**src/rtl/vmon_pkg.sv**
```systemverilog
// Shared types and helpers for the voltage limit monitor.
// Assumes unsigned sample codes and limits that drop their low LIM_DROP bits.
package vmon_pkg;
    localparam int CODE_W   = 8;
    localparam int LIM_DROP = 2;
    localparam int KEEP_W   = CODE_W - LIM_DROP;

    typedef logic [CODE_W-1:0] code_t;
    typedef logic [KEEP_W-1:0] lim_t;

    typedef enum logic [1:0] {
        RG_LOW  = 2'd0,
        RG_HIGH = 2'd1,
        RG_CODE = 2'd2,
        RG_STAT = 2'd3
    } region_e;

    localparam lim_t LOW_RST  = '0;
    localparam lim_t HIGH_RST = '1;

    // Restore a stored limit to full code width, low bits zero.
    function automatic code_t lim_widen(lim_t l);
        return {l, {LIM_DROP{1'b0}}};
    endfunction

    // Keep only the stored part of a written limit byte.
    function automatic lim_t lim_trim(code_t v);
        return v[CODE_W-1:LIM_DROP];
    endfunction

    // True for channels whose input is internally halved.
    function automatic logic is_halved(int idx, int base, int extra);
        return (idx == 0) || ((extra != 0) && (idx >= base) && (idx < base + 2));
    endfunction
endpackage

```
**src/rtl/vmon_limit_bank.sv**
```systemverilog
// Per-channel lower and upper limit storage.
// Holds only the kept upper bits of each limit. Offers a read view for the
// register port and a compare view for the sample path. The compare view
// forwards a same-edge write to the sampled channel so the new limit is used.
// Assumes wr_idx and rd_idx may be out of range; such accesses do nothing or
// return zero.
module vmon_limit_bank
    import vmon_pkg::*;
#(
    parameter int NCH  = 11,
    parameter int CH_W = 4
) (
    input  logic            clk,
    input  logic            rst_n,
    input  logic            wr_low,
    input  logic            wr_high,
    input  logic [CH_W-1:0] wr_idx,
    input  lim_t            wr_lim,
    input  logic [CH_W-1:0] rd_idx,
    output code_t           rd_low,
    output code_t           rd_high,
    input  logic [CH_W-1:0] smp_idx,
    output code_t           eff_low,
    output code_t           eff_high
);
    lim_t low_q  [NCH];
    lim_t high_q [NCH];

    // Limit registers: reset to an open window, update on addressed writes.
    always_ff @(posedge clk) begin
        if (!rst_n) begin
            for (int c = 0; c < NCH; c++) begin
                low_q[c]  <= LOW_RST;
                high_q[c] <= HIGH_RST;
            end
        end else begin
            for (int c = 0; c < NCH; c++) begin
                if (wr_low && (wr_idx == CH_W'(c)))
                    low_q[c] <= wr_lim;
                if (wr_high && (wr_idx == CH_W'(c)))
                    high_q[c] <= wr_lim;
            end
        end
    end

    // Register-port view of the addressed channel's limits.
    always_comb begin
        rd_low  = '0;
        rd_high = '0;
        if (int'(rd_idx) < NCH) begin
            rd_low  = lim_widen(low_q[rd_idx]);
            rd_high = lim_widen(high_q[rd_idx]);
        end
    end

    // Compare view with same-edge write forwarding.
    always_comb begin
        eff_low  = '0;
        eff_high = '0;
        if (int'(smp_idx) < NCH) begin
            eff_low  = lim_widen(low_q[smp_idx]);
            eff_high = lim_widen(high_q[smp_idx]);
            if (wr_low && (wr_idx == smp_idx))
                eff_low = lim_widen(wr_lim);
            if (wr_high && (wr_idx == smp_idx))
                eff_high = lim_widen(wr_lim);
        end
    end
endmodule

```
**src/rtl/vmon_window_cmp.sv**
```systemverilog
// Window comparator: flags a code strictly outside [low, high].
// Assumes unsigned operands; equality with a limit is inside the window.
module vmon_window_cmp
    import vmon_pkg::*;
(
    input  code_t code,
    input  code_t low,
    input  code_t high,
    output logic  below,
    output logic  above,
    output logic  viol
);
    // Strict comparisons on both sides.
    always_comb begin
        below = code < low;
        above = code > high;
        viol  = below | above;
    end
endmodule

```
**src/rtl/vmon_alarm_track.sv**
```systemverilog
// Per-channel condition, sticky alarm and last-code storage.
// A sample sets the channel's condition and, on violation, its alarm.
// A status read keeps only the alarms whose current condition is still true;
// a sample at the same edge counts as the current condition.
// Assumes smp_idx may be out of range; such samples are dropped.
module vmon_alarm_track
    import vmon_pkg::*;
#(
    parameter int NCH  = 11,
    parameter int CH_W = 4
) (
    input  logic            clk,
    input  logic            rst_n,
    input  logic            smp_valid,
    input  logic [CH_W-1:0] smp_idx,
    input  code_t           smp_code,
    input  logic            viol,
    input  logic            stat_rd,
    input  logic [CH_W-1:0] rd_idx,
    output logic [NCH-1:0]  alarm_q,
    output logic [NCH-1:0]  cond_q,
    output code_t           rd_code
);
    code_t          code_q [NCH];
    logic [NCH-1:0] hit;
    logic [NCH-1:0] set_now;
    logic [NCH-1:0] cond_nx;
    logic [NCH-1:0] alarm_nx;

    // One-hot decode of the sampled channel.
    always_comb begin
        for (int c = 0; c < NCH; c++)
            hit[c] = smp_valid && (smp_idx == CH_W'(c));
    end

    // Next condition and next alarm vectors.
    always_comb begin
        set_now = hit & {NCH{viol}};
        cond_nx = (cond_q & ~hit) | set_now;
        if (stat_rd)
            alarm_nx = (alarm_q & cond_nx) | set_now;
        else
            alarm_nx = alarm_q | set_now;
    end

    // State registers for condition and alarm.
    always_ff @(posedge clk) begin
        if (!rst_n) begin
            cond_q  <= '0;
            alarm_q <= '0;
        end else begin
            cond_q  <= cond_nx;
            alarm_q <= alarm_nx;
        end
    end

    // Last-code store per channel.
    always_ff @(posedge clk) begin
        if (!rst_n) begin
            for (int c = 0; c < NCH; c++)
                code_q[c] <= '0;
        end else begin
            for (int c = 0; c < NCH; c++)
                if (hit[c])
                    code_q[c] <= smp_code;
        end
    end

    // Readback of the addressed channel's last code.
    always_comb begin
        rd_code = '0;
        if (int'(rd_idx) < NCH)
            rd_code = code_q[rd_idx];
    end
endmodule

```
**src/rtl/vmon_regif.sv**
```systemverilog
// Register port decode and registered read mux.
// Region in the top two address bits, channel index below. Read data is
// captured on the read strobe and held until the next read.
// Assumes NCH fits in DATA_W and that CODE_W + 1 fits in DATA_W.
module vmon_regif
    import vmon_pkg::*;
#(
    parameter int NCH       = 11,
    parameter int CH_W      = 4,
    parameter int BASE_CH   = 9,
    parameter int EXTRA_INT = 1,
    parameter int DATA_W    = 16,
    localparam int ADDR_W   = CH_W + 2
) (
    input  logic              clk,
    input  logic              rst_n,
    input  logic              reg_wr,
    input  logic              reg_rd,
    input  logic [ADDR_W-1:0] reg_addr,
    output logic              wr_low,
    output logic              wr_high,
    output logic              stat_rd,
    output logic [CH_W-1:0]   idx,
    input  code_t             rd_low,
    input  code_t             rd_high,
    input  code_t             rd_code,
    input  logic [NCH-1:0]    alarm_vec,
    output logic [DATA_W-1:0] reg_rdata
);
    region_e           region;
    logic              scale;
    logic [DATA_W-1:0] rd_mux;

    // Address field split and strobe decode.
    always_comb begin
        region  = region_e'(reg_addr[ADDR_W-1:ADDR_W-2]);
        idx     = reg_addr[CH_W-1:0];
        wr_low  = reg_wr && (region == RG_LOW);
        wr_high = reg_wr && (region == RG_HIGH);
        stat_rd = reg_rd && (region == RG_STAT);
        scale   = (int'(idx) < NCH) && is_halved(int'(idx), BASE_CH, EXTRA_INT);
    end

    // Read data selection by region.
    always_comb begin
        case (region)
            RG_LOW:  rd_mux = DATA_W'(rd_low);
            RG_HIGH: rd_mux = DATA_W'(rd_high);
            RG_CODE: rd_mux = DATA_W'({scale, rd_code});
            default: rd_mux = DATA_W'(alarm_vec);
        endcase
    end

    // Read data register, loaded on each read strobe.
    always_ff @(posedge clk) begin
        if (!rst_n)
            reg_rdata <= '0;
        else if (reg_rd)
            reg_rdata <= rd_mux;
    end
endmodule

```
**src/rtl/vmon_top.sv**
```systemverilog
// Multichannel voltage limit monitor, top level.
// Joins limit storage, window compare, alarm tracking and the register port.
// Assumes one sample per cycle at most and a single register access per cycle.
module vmon_top
    import vmon_pkg::*;
#(
    parameter int BASE_CH   = 9,
    parameter int EXTRA_INT = 1,
    parameter int DATA_W    = 16,
    localparam int NCH      = BASE_CH + ((EXTRA_INT != 0) ? 2 : 0),
    localparam int CH_W     = $clog2(NCH),
    localparam int ADDR_W   = CH_W + 2
) (
    input  logic              clk,
    input  logic              rst_n,
    input  logic              smp_valid,
    input  logic [CH_W-1:0]   smp_chan,
    input  logic [CODE_W-1:0] smp_code,
    input  logic              reg_wr,
    input  logic              reg_rd,
    input  logic [ADDR_W-1:0] reg_addr,
    input  logic [CODE_W-1:0] reg_wdata,
    output logic [DATA_W-1:0] reg_rdata
);
    logic            wr_low;
    logic            wr_high;
    logic            stat_rd;
    logic [CH_W-1:0] idx;
    code_t           rd_low;
    code_t           rd_high;
    code_t           rd_code;
    code_t           eff_low;
    code_t           eff_high;
    logic            below;
    logic            above;
    logic            viol;
    logic            smp_ok;
    logic [NCH-1:0]  alarm_vec;
    logic [NCH-1:0]  cond_vec;
    lim_t            wr_lim;
    logic            unused_sig;

    // Drop the limit byte's unkept bits and gate out-of-range samples.
    always_comb begin
        wr_lim     = lim_trim(reg_wdata);
        smp_ok     = smp_valid && (int'(smp_chan) < NCH);
        unused_sig = ^{reg_wdata[LIM_DROP-1:0], below, above, cond_vec};
    end

    vmon_regif #(
        .NCH(NCH), .CH_W(CH_W), .BASE_CH(BASE_CH),
        .EXTRA_INT(EXTRA_INT), .DATA_W(DATA_W)
    ) u_regif (
        .clk(clk), .rst_n(rst_n), .reg_wr(reg_wr), .reg_rd(reg_rd),
        .reg_addr(reg_addr), .wr_low(wr_low), .wr_high(wr_high),
        .stat_rd(stat_rd), .idx(idx), .rd_low(rd_low), .rd_high(rd_high),
        .rd_code(rd_code), .alarm_vec(alarm_vec), .reg_rdata(reg_rdata)
    );

    vmon_limit_bank #(.NCH(NCH), .CH_W(CH_W)) u_lim (
        .clk(clk), .rst_n(rst_n), .wr_low(wr_low), .wr_high(wr_high),
        .wr_idx(idx), .wr_lim(wr_lim), .rd_idx(idx), .rd_low(rd_low),
        .rd_high(rd_high), .smp_idx(smp_chan), .eff_low(eff_low),
        .eff_high(eff_high)
    );

    vmon_window_cmp u_cmp (
        .code(smp_code), .low(eff_low), .high(eff_high),
        .below(below), .above(above), .viol(viol)
    );

    vmon_alarm_track #(.NCH(NCH), .CH_W(CH_W)) u_track (
        .clk(clk), .rst_n(rst_n), .smp_valid(smp_ok), .smp_idx(smp_chan),
        .smp_code(smp_code), .viol(viol), .stat_rd(stat_rd), .rd_idx(idx),
        .alarm_q(alarm_vec), .cond_q(cond_vec), .rd_code(rd_code)
    );
endmodule

```
**config.mk**
```make
export PLATFORM = sky130hd
export DESIGN_NAME = vmon_top
export DESIGN_NICKNAME = d
export VERILOG_FILES = /design/src/rtl/vmon_pkg.sv /design/src/rtl/vmon_limit_bank.sv /design/src/rtl/vmon_window_cmp.sv /design/src/rtl/vmon_alarm_track.sv /design/src/rtl/vmon_regif.sv /design/src/rtl/vmon_top.sv
export SDC_FILE = /design/constraint.sdc
export NUM_CORES = 1
export LEC_CHECK = 0
export BUFFER_PORTS_ARGS = -buffer_cell sky130_fd_sc_hd__buf_2
export CAP_MARGIN = 10
export CORE_ASPECT_RATIO = 1.25
export CORE_MARGIN = 3
export CORE_UTILIZATION = 28
export CTS_CLUSTER_DIAMETER = 120
export DETAILED_ROUTE_END_ITERATION = 7
export SLEW_MARGIN = 30
export SYNTH_ARGS = -nofsm -noshare
export SYNTH_HDL_FRONTEND = slang
export SYNTH_HIERARCHICAL = 1
export SYNTH_SLANG_ARGS = --single-unit
```
**constraint.sdc**
```tcl
create_clock -name clk -period 3.6 [get_ports clk]
set_clock_uncertainty 0.1 [all_clocks]
set_input_delay 0 -clock clk [delete_from_list [all_inputs] [get_ports clk]]
set_output_delay 0 -clock clk [all_outputs]
set_load 0.02 [all_outputs]
```
==> results by group <==
Final layout
  • Commonest cells after routing, fill and taps aside: 220 x edfxtp_1, 167 x nor2_1, 83 x nand2_1
  • Syn-to-layout area delta: 11.8%
  • Share of post-route cells with drive strength above 1: 0.181
  • Fillers: around 4900
  • Util after Layout: 0.320
  • Finished Layout Cells: approximately 1800
  • Final #Nets: between 1000 and 1500
  • Most common cell after layout, fill and taps aside: edfxtp_1

Timing
  • Relative slew slack: 0.378
  • Hold Vio Cnt, Final: 0
  • Period minus WS final: ~3400 ps
  • Max-slew violations: 0
  • Peak Freq: about 0.29 GHz
  • Endpoints failing setup: 0
  • Setup TNS: 0 ps
  • RSZ-0062 raised after global routing: no
  • Crit share post-route: 0.943
  • Worst Max-Slew Pin Slew: 923 ps
  • Final WS setup: 204 ps

Clock tree
  • Postcts setup bufs: 0
  • H-tree lvl count: 1
  • Clock Tree Buf Depth: 3
  • Clock root cell: clkbuf_16
  • CTS tree: yes
  • Clk pin slew, worst setup/hold paths: ~60 ps
  • Hold-fix buffers at CTS: 11
  • CTS sink count: between 200 and 300
  • Post-cts gate resize count: 0
  • Worst skew pair latency: 530 ps
  • Cts bufs inserted: 25

Routing
  • DR WL/cell: 20.7 µm
  • Vias/cell: ~5.2
  • WL final: approximately 37000 µm
  • DRC viols: 0
  • Final ANT Viol Nets: 0
  • Initial drt markers: just under 800
  • Via count: approximately 9400
  • Pre-antenna DRT Iters: 7

Die
  • Starting Density: 0.286
  • Die X: ~200 µm
  • Ports: 47
  • Row count: a little under 90
  • Die ar.: just over 50000 µm²
  • Die Ht: approximately 250 µm
  • Area of the core: 47700 µm²

Logic synthesis
  • Syn avg cell area: ~12 µm²
  • Cells after Synth: around 1100
  • Synthesized area: ~14000 µm²
  • Synth warn: 6

Critical path
  • Reg2reg end: u_track/alarm_q[10]
  • Type of the worst setup path: register to register
  • Setup crit start: u_lim/low_q[4][5]
  • WP data required: 3930 ps
  • Reg2Reg Depth: 13
  • R2r setup slk: between 200 and 250 ps
  • Critical Path Start Type: register
  • Worst r2r src: u_lim/low_q[4][5]
  • Critical path fanouts, max: 4
  • Critical Path Sink Type: register
  • CP arrival: ~3700 ps

Outcome
  • Status: completed

Pwr
  • Leak: 5.27 nW
  • Worst IR drop on VDD: a little over 0.0003 V
  • PwrDens: between 400 and 500 nW/µm²

Hold path
  • Min-delay src: reg_addr[4]
  • Hold crit path type: input pin to register
  • Hold depth: 5
  • Hold endpoint: u_regif/reg_rdata[1]

Place
  • Dpl cells: between 1500 and 2000
  • Port Buffer Count: 39
  • Routability Congestion: roughly 0.84
  • Post-DP HPWL: ~27000 µm
  • Setup WS pre-CTS: ~210 ps

Global routing
  • Vias in the first global route: roughly 9300
  • Initial antenna violation count: 1
  • Gr ovfl total: 0
  • Largest net degree at the start of global routing: 83
  • Global-route wire length before repair: approximately 57000 µm
  • GRT Overall Usage: 0.142

Run
  • Max-Cap Viols: 0
==> layout make-up <==
type	instances	area, µm²	share of cell area
clock buffers	35	707	0.0464
inverters	35	131	0.00862
well taps	637	797	0.0523
flip-flops and latches	253	7270	0.477
diodes	1	2.50	0.000164
clock inverters	10	113	0.00739
multi-input cells	760	5650	0.371
repair buffers	80	571	0.0374
==> registers in the layout, indices dropped and copies added (netlist names) <==
name and cells:
u_lim/high_q 66, u_track/alarm_q 11, u_lim/low_q 66, u_regif/reg_rdata 11, u_track/code_q 88, u_track/cond_q 11
==> per-layer routing <==
metal,track usage,vias to the layer above,wire (µm)
li1,-,4228,-
met1,0.171,4734,14700
met2,0.256,323,19300
met3,0.0197,70,2060
met4,0.0565,0,1400
met5,0,-,0
==> worst max path at each step <==
| stage | cells past startpoint | slack (ps) | end |
|---|---|---|---|
| final | 13 | 200 | u_track/alarm_q[10] |
| after global routing | 13 | 80 | u_track/alarm_q[10] |
| after CTS | 13 | 200 | u_track/alarm_q[10] |
| after detailed placement | 13 | 210 | u_track/alarm_q[10] |
| after global placement | 13 | 300 | u_track/alarm_q[6] |
| after floorplan | 16 | 470 | u_track/alarm_q[9] |
==> worst max-delay path, cell delays in order (launching register included) <==
cell,delay (ps)
edfxtp_1,410
mux2_1,310
mux4_2,450
o22ai_1,310
a211oi_1,140
inv_1,80
ha_1,260
a41o_1,250
a21oi_2,110
o31ai_2,80
o211ai_2,90
inv_1,130
or3_1,410
a31oi_1,180
==> metrics by stage <==
stage | hold WS (ps) | power, mW | instance area (µm²)
6_report | 49.6 | 6.90 | 15200
5_1_grt | 92.1 | 7.14 | 15200
4_1_cts | 16.1 | 6.95 | 15200
3_5_place_dp | 334 | 4.33 | 14300
3_3_place_gp | 332 | 4.31 | 14300
2_1_floorplan | 28.2 | 4.06 | 13700
==> power breakdown <==
group / leakage [nW] / switching (mW) / internal [mW]
clock: 0.403 / 1.10 / 1.52
sequential: 2.40 / 0.0730 / 3.34
combinational: 2.46 / 0.520 / 0.344
(Power assumes the default switching activity.)
